File: config.mk
export PLATFORM = sky130hd
export DESIGN_NAME = rtc_periodic_gen
export DESIGN_NICKNAME = d
export VERILOG_FILES = /design/src/rtl/rpg_pkg.sv /design/src/rtl/rpg_chain.sv /design/src/rtl/rpg_tap.sv /design/src/rtl/rpg_flag.sv /design/src/rtl/rtc_periodic_gen.sv
export SDC_FILE = /design/constraint.sdc
export NUM_CORES = 1
export LEC_CHECK = 0
export CAP_MARGIN = 20
export CORE_ASPECT_RATIO = 0.9
export CORE_UTILIZATION = 25
export DETAILED_ROUTE_END_ITERATION = 6
export GPL_ROUTABILITY_DRIVEN = 1
export GPL_TIMING_DRIVEN = 1
export HOLD_SLACK_MARGIN = 0.12
export PLACE_DENSITY_LB_ADDON = 0.25
export REMOVE_ABC_BUFFERS = 1
export SLEW_MARGIN = 10
export SYNTH_ARGS = -nofsm -noshare
export SYNTH_HDL_FRONTEND = slang
export SYNTH_SLANG_ARGS = --single-unit
File: constraint.sdc
create_clock -name clk -period 2.5 [get_ports clk]
set_input_delay 0.375 -clock clk [delete_from_list [all_inputs] [get_ports clk]]
set_output_delay 0.375 -clock clk [all_outputs]
set_load 0.005 [all_outputs]
File: src/rtl/rpg_pkg.sv
package rpg_pkg;

    localparam int CHAIN_W = 16;
    localparam int RATE_W  = 4;
    localparam int CTL_W   = 3;

    localparam logic [CTL_W-1:0] CTL_RUN_32K = 3'b010;
    localparam logic [CTL_W-1:0] CTL_RST_A   = 3'b110;
    localparam logic [CTL_W-1:0] CTL_RST_B   = 3'b111;

    typedef enum logic [1:0] {
        CHAIN_RUN,
        CHAIN_HOLD,
        CHAIN_CLEAR
    } chain_mode_e;

    typedef struct packed {
        logic level;
        logic rise;
    } tap_t;

    function automatic chain_mode_e decode_mode(input logic [CTL_W-1:0] ctl);
        if (ctl == CTL_RST_A || ctl == CTL_RST_B) return CHAIN_CLEAR;
        if (ctl == CTL_RUN_32K) return CHAIN_RUN;
        return CHAIN_HOLD;
    endfunction

endpackage

File: src/rtl/rpg_chain.sv
module rpg_chain
    import rpg_pkg::*;
#(
    parameter int W = CHAIN_W
) (
    input  logic         clk,
    input  logic         rst,
    input  logic         ref_en,
    input  chain_mode_e  mode,
    output logic [W-1:0] cnt_q,
    output logic [W-1:0] cnt_d,
    output logic         step,
    output logic         sec_tick
);
    localparam logic [W-1:0] PRESET = W'(1) << (W - 1);

    always_comb begin
        step  = (mode == CHAIN_RUN) && ref_en;
        cnt_d = cnt_q;
        if (mode == CHAIN_CLEAR) cnt_d = PRESET;
        else if (step)           cnt_d = cnt_q + W'(1);
    end

    always_ff @(posedge clk) begin
        if (rst) begin
            cnt_q    <= PRESET;
            sec_tick <= 1'b0;
        end else begin
            cnt_q    <= cnt_d;
            sec_tick <= step && (&cnt_q);
        end
    end

    p_div_reset_r2: assert property (@(posedge clk) disable iff (rst)
        (mode == CHAIN_CLEAR) |=> (cnt_q == PRESET));

    p_frozen_r1: assert property (@(posedge clk) disable iff (rst)
        (mode == CHAIN_HOLD || !ref_en) && (mode != CHAIN_CLEAR) |=> $stable(cnt_q));

    p_tick_single_r8: assert property (@(posedge clk) disable iff (rst)
        sec_tick |=> !sec_tick);

endmodule

File: src/rtl/rpg_tap.sv
module rpg_tap
    import rpg_pkg::*;
#(
    parameter int W  = CHAIN_W,
    parameter int RW = RATE_W
) (
    input  logic [W-1:0]  cnt_q,
    input  logic [W-1:0]  cnt_d,
    input  logic [RW-1:0] rate,
    output tap_t          tap
);
    localparam int NTAPS = (1 << RW) - 1;

    logic [NTAPS:0] lvl_vec;
    logic [NTAPS:0] rise_vec;

    assign lvl_vec[0]  = 1'b0;
    assign rise_vec[0] = 1'b0;

    generate
        for (genvar n = 1; n <= NTAPS; n++) begin : g_tap
            if (n - 1 < W) begin : g_live
                assign lvl_vec[n]  = cnt_q[n-1];
                assign rise_vec[n] = !cnt_q[n-1] && cnt_d[n-1];
            end else begin : g_dead
                assign lvl_vec[n]  = 1'b0;
                assign rise_vec[n] = 1'b0;
            end
        end
    endgenerate

    always_comb begin
        tap.level = lvl_vec[rate];
        tap.rise  = rise_vec[rate];
    end

endmodule

File: src/rtl/rpg_flag.sv
module rpg_flag (
    input  logic clk,
    input  logic rst,
    input  logic set_i,
    input  logic clr_i,
    output logic flag_q
);
    always_ff @(posedge clk) begin
        if (rst)        flag_q <= 1'b0;
        else if (set_i) flag_q <= 1'b1;
        else if (clr_i) flag_q <= 1'b0;
    end

    p_set_wins_r5: assert property (@(posedge clk) disable iff (rst)
        set_i |=> flag_q);

    p_clear_r6: assert property (@(posedge clk) disable iff (rst)
        clr_i && !set_i |=> !flag_q);

endmodule

File: src/rtl/rtc_periodic_gen.sv
module rtc_periodic_gen
    import rpg_pkg::*;
(
    input  logic              clk,
    input  logic              rst,
    input  logic              ref_en,
    input  logic [CTL_W-1:0]  div_ctl,
    input  logic [RATE_W-1:0] rate_sel,
    input  logic              pie_en,
    input  logic              sqw_en,
    input  logic              flag_clear,
    output logic              periodic_flag,
    output logic              irq,
    output logic              sq_wave,
    output logic              sec_tick
);
    chain_mode_e        mode;
    logic [CHAIN_W-1:0] cnt_q;
    logic [CHAIN_W-1:0] cnt_d;
    logic               step;
    tap_t               tap;
    logic               rate_on;

    assign mode    = decode_mode(div_ctl);
    assign rate_on = (rate_sel != '0);

    rpg_chain #(.W(CHAIN_W)) u_chain (
        .clk      (clk),
        .rst      (rst),
        .ref_en   (ref_en),
        .mode     (mode),
        .cnt_q    (cnt_q),
        .cnt_d    (cnt_d),
        .step     (step),
        .sec_tick (sec_tick)
    );

    rpg_tap #(.W(CHAIN_W), .RW(RATE_W)) u_tap (
        .cnt_q (cnt_q),
        .cnt_d (cnt_d),
        .rate  (rate_sel),
        .tap   (tap)
    );

    rpg_flag u_flag (
        .clk    (clk),
        .rst    (rst),
        .set_i  (tap.rise && rate_on),
        .clr_i  (flag_clear),
        .flag_q (periodic_flag)
    );

    assign irq     = periodic_flag && pie_en;
    assign sq_wave = sqw_en && rate_on && tap.level;

    p_sqw_off_r4: assert property (@(posedge clk) disable iff (rst)
        (!sqw_en || !rate_on) |-> !sq_wave);

    p_rate_off_r5: assert property (@(posedge clk) disable iff (rst)
        !rate_on && !periodic_flag |=> !periodic_flag);

    p_irq_gate_r7: assert property (@(posedge clk) disable iff (rst)
        irq |-> periodic_flag);

    p_no_tick_in_reset_r2: assert property (@(posedge clk) disable iff (rst)
        (mode == CHAIN_CLEAR) |=> !sec_tick);

endmodule

---- Word-level counts from Yosys, hierarchy flattened ----
Cells that the tools add are included.
word-level totals
  register bits ........................... 18
  input port bits ......................... 13
  output and inout bits ................... 4
  logic and storage cells ................. 67
cells by class
  add/subtract/negate cells ............... 1
  magnitude comparators ................... 1
  equal/unequal tests ..................... 4
  multiplexer cells ....................... 15
  reductions and logical operators ........ 42
operators by type and width
  cell                                                                           count
  15-bit 2-to-1 mux                                                              2
  1-bit logical AND                                                              21
  16-bit by 1-bit adder with 16-bit output (second input constant)               1
  16-bit AND reduction                                                           1
  1-bit zero test                                                                15
  1-bit binary-select mux with 4-bit select                                      2
  2-bit 2-to-1 mux                                                               4
  1-bit 2-to-1 mux                                                               7
  3-bit == test (second input constant)                                          2
  4-bit by 5-bit less-than comparator with 1-bit output (second input constant)  1
  4-bit nonzero test                                                             1
  3-bit by 2-bit == test with 1-bit output (second input constant)               1
  2-bit == test (second input constant)                                          1
  2-bit zero test                                                                1
  2-bit nonzero test                                                             1
  2-bit OR reduction                                                             1
  1-bit logical OR                                                               1

---- Depth between registers and ports, before layout ----
  word-level depth ........................ 15
  depth in mapped cells ................... 6
  mapped depth without buffers ............ 6

---- By module ----
From an unflattened synthesis, not the netlist that was laid out.
second synthesis, totals
  cells, all modules ...................... 172
  area total of the unflattened synthesis .. 1375.1 um^2
modules (own cells, without submodules)
  module            times used  cells an instance  area each (um^2)  sequential area each (um^2)
  rpg_chain         1           113                920.9             340.3
  rpg_tap           1           48                 374.1             0.0
  rtc_periodic_gen  1           7                  41.3              0.0
  rpg_flag          1           4                  38.8              20.0

---- Worst setup path after synthesis ----
Ideal clock, no wire load.
  kind .................................... in2reg
  from .................................... input div_ctl[0]
  to ...................................... register u_flag.flag_q
  library setup time ...................... 0.087 ns
  arrival time ............................ 1.653 ns
  data required time ...................... 2.413 ns
  slack ................................... 0.760 ns
  stages on the path ...................... 6
  path buffers ............................ 1
  cells stage by stage .................... nor4bb_1 > buf_4 > nand2b_1 > or4_1 > o311a_1 > o31ai_1
between the ends
  cells in the longest elaborated chain, start to end .. 14
  elaborated cells on any way between the ends .. 35
  those cells by class .................... eq/ne (4); mux (11); reduce/logical (20)
ends and longest elaborated chain
  item                                                           line                    RTL
  start, declared                                                rtc_periodic_gen.sv:7   input logic [CTL_W-1:0] div_ctl,
  3-bit by 2-bit == test with 1-bit output                       rpg_pkg.sv:24           if (ctl == CTL_RUN_32K) return CHAIN_RUN;
  1-bit 2-to-1 mux (2 in a row)                                  rpg_pkg.sv:24
  2-bit 2-to-1 mux                                               rpg_pkg.sv:25           return CHAIN_HOLD;
  2-bit 2-to-1 mux (*)                                           rpg_pkg.sv:24
  2-bit zero test                                                rpg_chain.sv:18         step = (mode == CHAIN_RUN) && ref_en;
  1-bit logical AND                                              rpg_chain.sv:18
  15-bit 2-to-1 mux                                              rpg_chain.sv:21         else if (step) cnt_d = cnt_q + W'(1);
  15-bit 2-to-1 mux (*)                                          rpg_chain.sv:20         if (mode == CHAIN_CLEAR) cnt_d = PRESET;
  1-bit logical AND                                              rpg_tap.sv:24           assign rise_vec[n] = !cnt_q[n-1] && cnt_d[n-1];
  1-bit binary-select mux with 4-bit select (*)                  rpg_tap.sv:34           tap.rise = rise_vec[rate];
  1-bit 2-to-1 mux (not written as such) (*)                     rpg_tap.sv:34
  1-bit logical AND (*)                                          rtc_periodic_gen.sv:48  .set_i (tap.rise && rate_on),
  1-bit 2-to-1 mux / 2-bit nonzero test (equally long branches)  --
  end signal, assigned                                           rpg_flag.sv:9           if (rst) flag_q <= 1'b0;
  end signal, assigned                                           rpg_flag.sv:10          else if (set_i) flag_q <= 1'b1;
  end signal, assigned                                           rpg_flag.sv:11          else if (clr_i) flag_q <= 1'b0;
  end, declared                                                  rpg_flag.sv:6           output logic flag_q
Mark *: on every way between the ends. The rest lies on a longest branch, timed or not. The select of a mux whose other input is x is not followed.
A chain may end at the register's enable or synchronous reset.

---- Worst setup path after layout ----
  from .................................... input rate_sel[0]
  to ...................................... output sq_wave
between the ends
  cells in the longest elaborated chain, start to end .. 3
  elaborated cells on any way between the ends .. 5
  those cells by class .................... mux (2); reduce/logical (3)
ends and longest elaborated chain
  item                                                                                    line                                   RTL
  start, declared                                                                         rtc_periodic_gen.sv:8                  input logic [RATE_W-1:0] rate_sel,
  1-bit binary-select mux with 4-bit select / 4-bit nonzero test (equally long branches)  rpg_tap.sv:33, rtc_periodic_gen.sv:25
  1-bit 2-to-1 mux (not written as such) / 1-bit logical AND (equally long branches)      rpg_tap.sv:33, rtc_periodic_gen.sv:54
  1-bit logical AND (*)                                                                   rtc_periodic_gen.sv:54                 assign sq_wave = sqw_en && rate_on && tap.level;
  end, declared                                                                           rtc_periodic_gen.sv:14                 output logic sq_wave,
Marks and branches as above.

==> impl_metrics.yaml <==
floorplanning:
  die-height_um: 67
  core_region_area_um2: 4490
  row_count: 23
  die_w_um: 74.2
  start_util_pct: 26.1
  die_area_um2: 4970
  ios: 17
timing:
  setup_viol: 0
  fmax_mhz: 426
  skew_ns: 0.00980
  slew_headroom_pct: 58.0
  rsz0062_at_grt: "false"
  tightest_slew_ns: 0.629
  period_share_pct: 94.0
  finalCriticalPeriod_ns: 2.35
  slew_violations: 0
  hold_violations: 0
drt:
  drtAntennaViolNets: 0
  drc: 0
  routedWlPerCell_um: 13.9
  drt_iter0_markers: 79
  wl_um: 3100
  via_per_inst: 4.95
  dr_total_vias: 1103
  drt-pass1-iter-count: 4
pwr:
  ir_drop_mv: 0.120
  pwr_density_cell_nw_per_um2: 401
  power.leakage_nw: 0.467
synth:
  synth_adder_area_share_pct: 1.07
  ys_types: 42
  syn_area_um2: 1170
  synth-compound-area-share_pct: 12.9
  synth_edf_count: 0
  ys_ff_latch: 18
  synth_xor_area_share_pct: 7.46
  synth_area_per_cell_um2: 8.38
  synth_top_family_by_area: "simple AND/OR/NAND/NOR gates"
  synth_cells: 140
  synth-simple-area-share_pct: 32.8
  ys_warn_count: 0
  synthArstFlopShare_pct: 0
  ys_seq_area_share_pct: 30.7
  synth.area.mux_share_pct: 10.2
  synthFlopType: "dfxtp_1"
setup_path:
  critPathSlowestCell: "mux4_2"
  critPathKind: "in -> out"
  crit_buf_inv: 2
  critPathLaunchType: "primary input"
  slowest_delay_ns: 0.51
  crit_path_cell_trace: "clkdlybuf4s15_1 -> mux4_2 -> mux2i_1 -> nand2_1 -> and3_1 -> clkdlybuf4s50_1"
  critPathRequiredTime_ns: 2.12
  endpoint_kind: "primary output"
  crit_fanout: 4
  crit_family: "buffers and inverters"
  arrival_ns: 1.97
placement:
  gp_congestion: 0.931
  dp.final_hpwl_um: 2310
  dp_cells: 219
  io_buffers: 16
  dpl_cell_area_um2: 1430
clock_tree:
  root_buffer: "clkbuf_8"
  clock_latency_ns: 0.26
  path_clk_slew_ns: 0.07
  tritoncts: "yes"
  cts_buffers: 3
  cts_setup_buffers: 0
  htree_levels: 1
  cts.path.max_buffers: 2
  clkSinkCount: 18
final_layout:
  design_area_um2: 1490
  instances_no_fill: 223
  n_antenna_cell: 0
  nFillCells: 487
  final_common_cell: "dfxtp_1"
  nets: 176
  drive_gt1_share_pct: 12.4
  mostFrequentLayoutCells: "dfxtp_1 (18), nor2_1 (15), nand2_1 (14)"
  area_growth_pct: 26.7
run_status:
  status: "finished clean"
worst_hold_path:
  min_path_type: "reg -> reg"
grt:
  grtUsageTotal_pct: 14.1
  overflow: 0
  grt_pass1_vias: 1110
  grt_pass1_wl_um: 5220
  antenna_found_initial: 0
  grt_max_degree: 16
run:
  drv_cap: 0
==> sequential cells by signal, indices dropped and copies added, names as in the netlist <==
name	cells
u_chain.cnt_q	16
u_flag.flag_q	1
u_chain.sec_tick	1
==> per-layer routing <==
metal	vias up	track usage [%]	part of all wire, %
met5	-	0	0
met4	0	2.83	0.90
met3	6	4.54	5.5
met2	26	23.0	46
met1	519	18.1	48
li1	552	-	-
==> worst register-to-register path, cell delays in order (launching register included) <==
cell     delay (ns)
dfxtp_1        0.46
ha_1           0.36
nand2_1        0.20
o22a_1         0.22
or4_1          0.40
o311a_1        0.12
o31ai_1        0.23
==> synthesized netlist by cell type (3+ instances only) <==
| master | number | area [µm²] |
|---|---|---|
| a21oi_1 | 5 | 25.0 |
| xor2_1 | 3 | 26.3 |
| dfxtp_1 | 18 | 360 |
| nand3_1 | 5 | 25.0 |
| inv_1 | 4 | 15.0 |
| xnor2_1 | 7 | 61.3 |
| mux4_2 | 3 | 67.6 |
| nand4_1 | 3 | 18.8 |
| clkbuf_1 | 4 | 15.0 |
| nor3_1 | 5 | 25.0 |
| nand2b_1 | 8 | 50.1 |
| o22a_1 | 3 | 26.3 |
| mux2i_1 | 3 | 30.0 |
| nand2_1 | 14 | 52.6 |
| o21ai_0 | 4 | 20.0 |
| nor2_1 | 15 | 56.3 |
| or3_1 | 4 | 25.0 |
==> repair_timing <==
item                                   in CTS  in global routing
resized for setup                           2                  2
hold buffers                                0                  0
endpoints found under the hold margin       0                  0
setup endpoints to repair                   1                  1
==> final cells by class <==
cell class | instances | area, µm² | share of cell area, %
tap | 62 | 77.6 | 5.22
inverter | 4 | 15.0 | 1.01
clock buffer | 4 | 55.1 | 3.70
multi-input combinational | 111 | 757 | 50.9
timing repair buffer | 24 | 221 | 14.9
sequential | 18 | 360 | 24.2
==> through the flow <==
| step | setup TNS [ns] | hold WS [ns] | total power, W | utilization, % | setup slack [ns] |
|---|---|---|---|---|---|
| 2_1_floorplan | 0 | 0.425 | 0.000316 | - | 0.385 |
| 3_3_place_gp | -0.144 | 0.439 | 0.000358 | 31.9 | -0.144 |
| 3_5_place_dp | -0.170 | 0.444 | 0.000359 | 31.9 | -0.170 |
| 4_1_cts | 0 | 0.455 | 0.000606 | 33.0 | 0.0116 |
| 5_1_grt | 0 | 0.488 | 0.000621 | 33.1 | 0.00561 |
| 6_report | 0 | 0.450 | 0.000597 | 33.1 | 0.151 |
==> cells by family after synthesis <==
group           count (synthesis)
compound gates                 22
xor+xnor                       10
fa+ha+maj                       1
buf+inv                        11
flops                          18
mux                             8
simple gates                   70
==> worst paths after layout <==
| check | start | end | slack, ns | cells after the start |
|---|---|---|---|---|
| setup / recovery | rate_sel[0] | sq_wave | 0.15 | 6 |
| hold / removal | u_chain.cnt_q[15]$_SDFFE_PP1N_ | u_chain.sec_tick$_SDFF_PP0_ | 0.45 | 2 |
| setup reg to reg | u_chain.cnt_q[1]$_SDFF_PP0_ | u_flag.flag_q$_SDFFE_PP0P_ | 0.43 | 6 |
| hold reg to reg | u_chain.cnt_q[15]$_SDFFE_PP1N_ | u_chain.sec_tick$_SDFF_PP0_ | 0.45 | 2 |
==> where the power goes <==
group,total (W),internal [W],switching (W)
Sequential,0.000289,0.000288,0.00000110
Clock,0.000246,0.000140,0.000106
Combinational,0.0000614,0.0000352,0.0000262
Power figures use the tool's default switching activity.
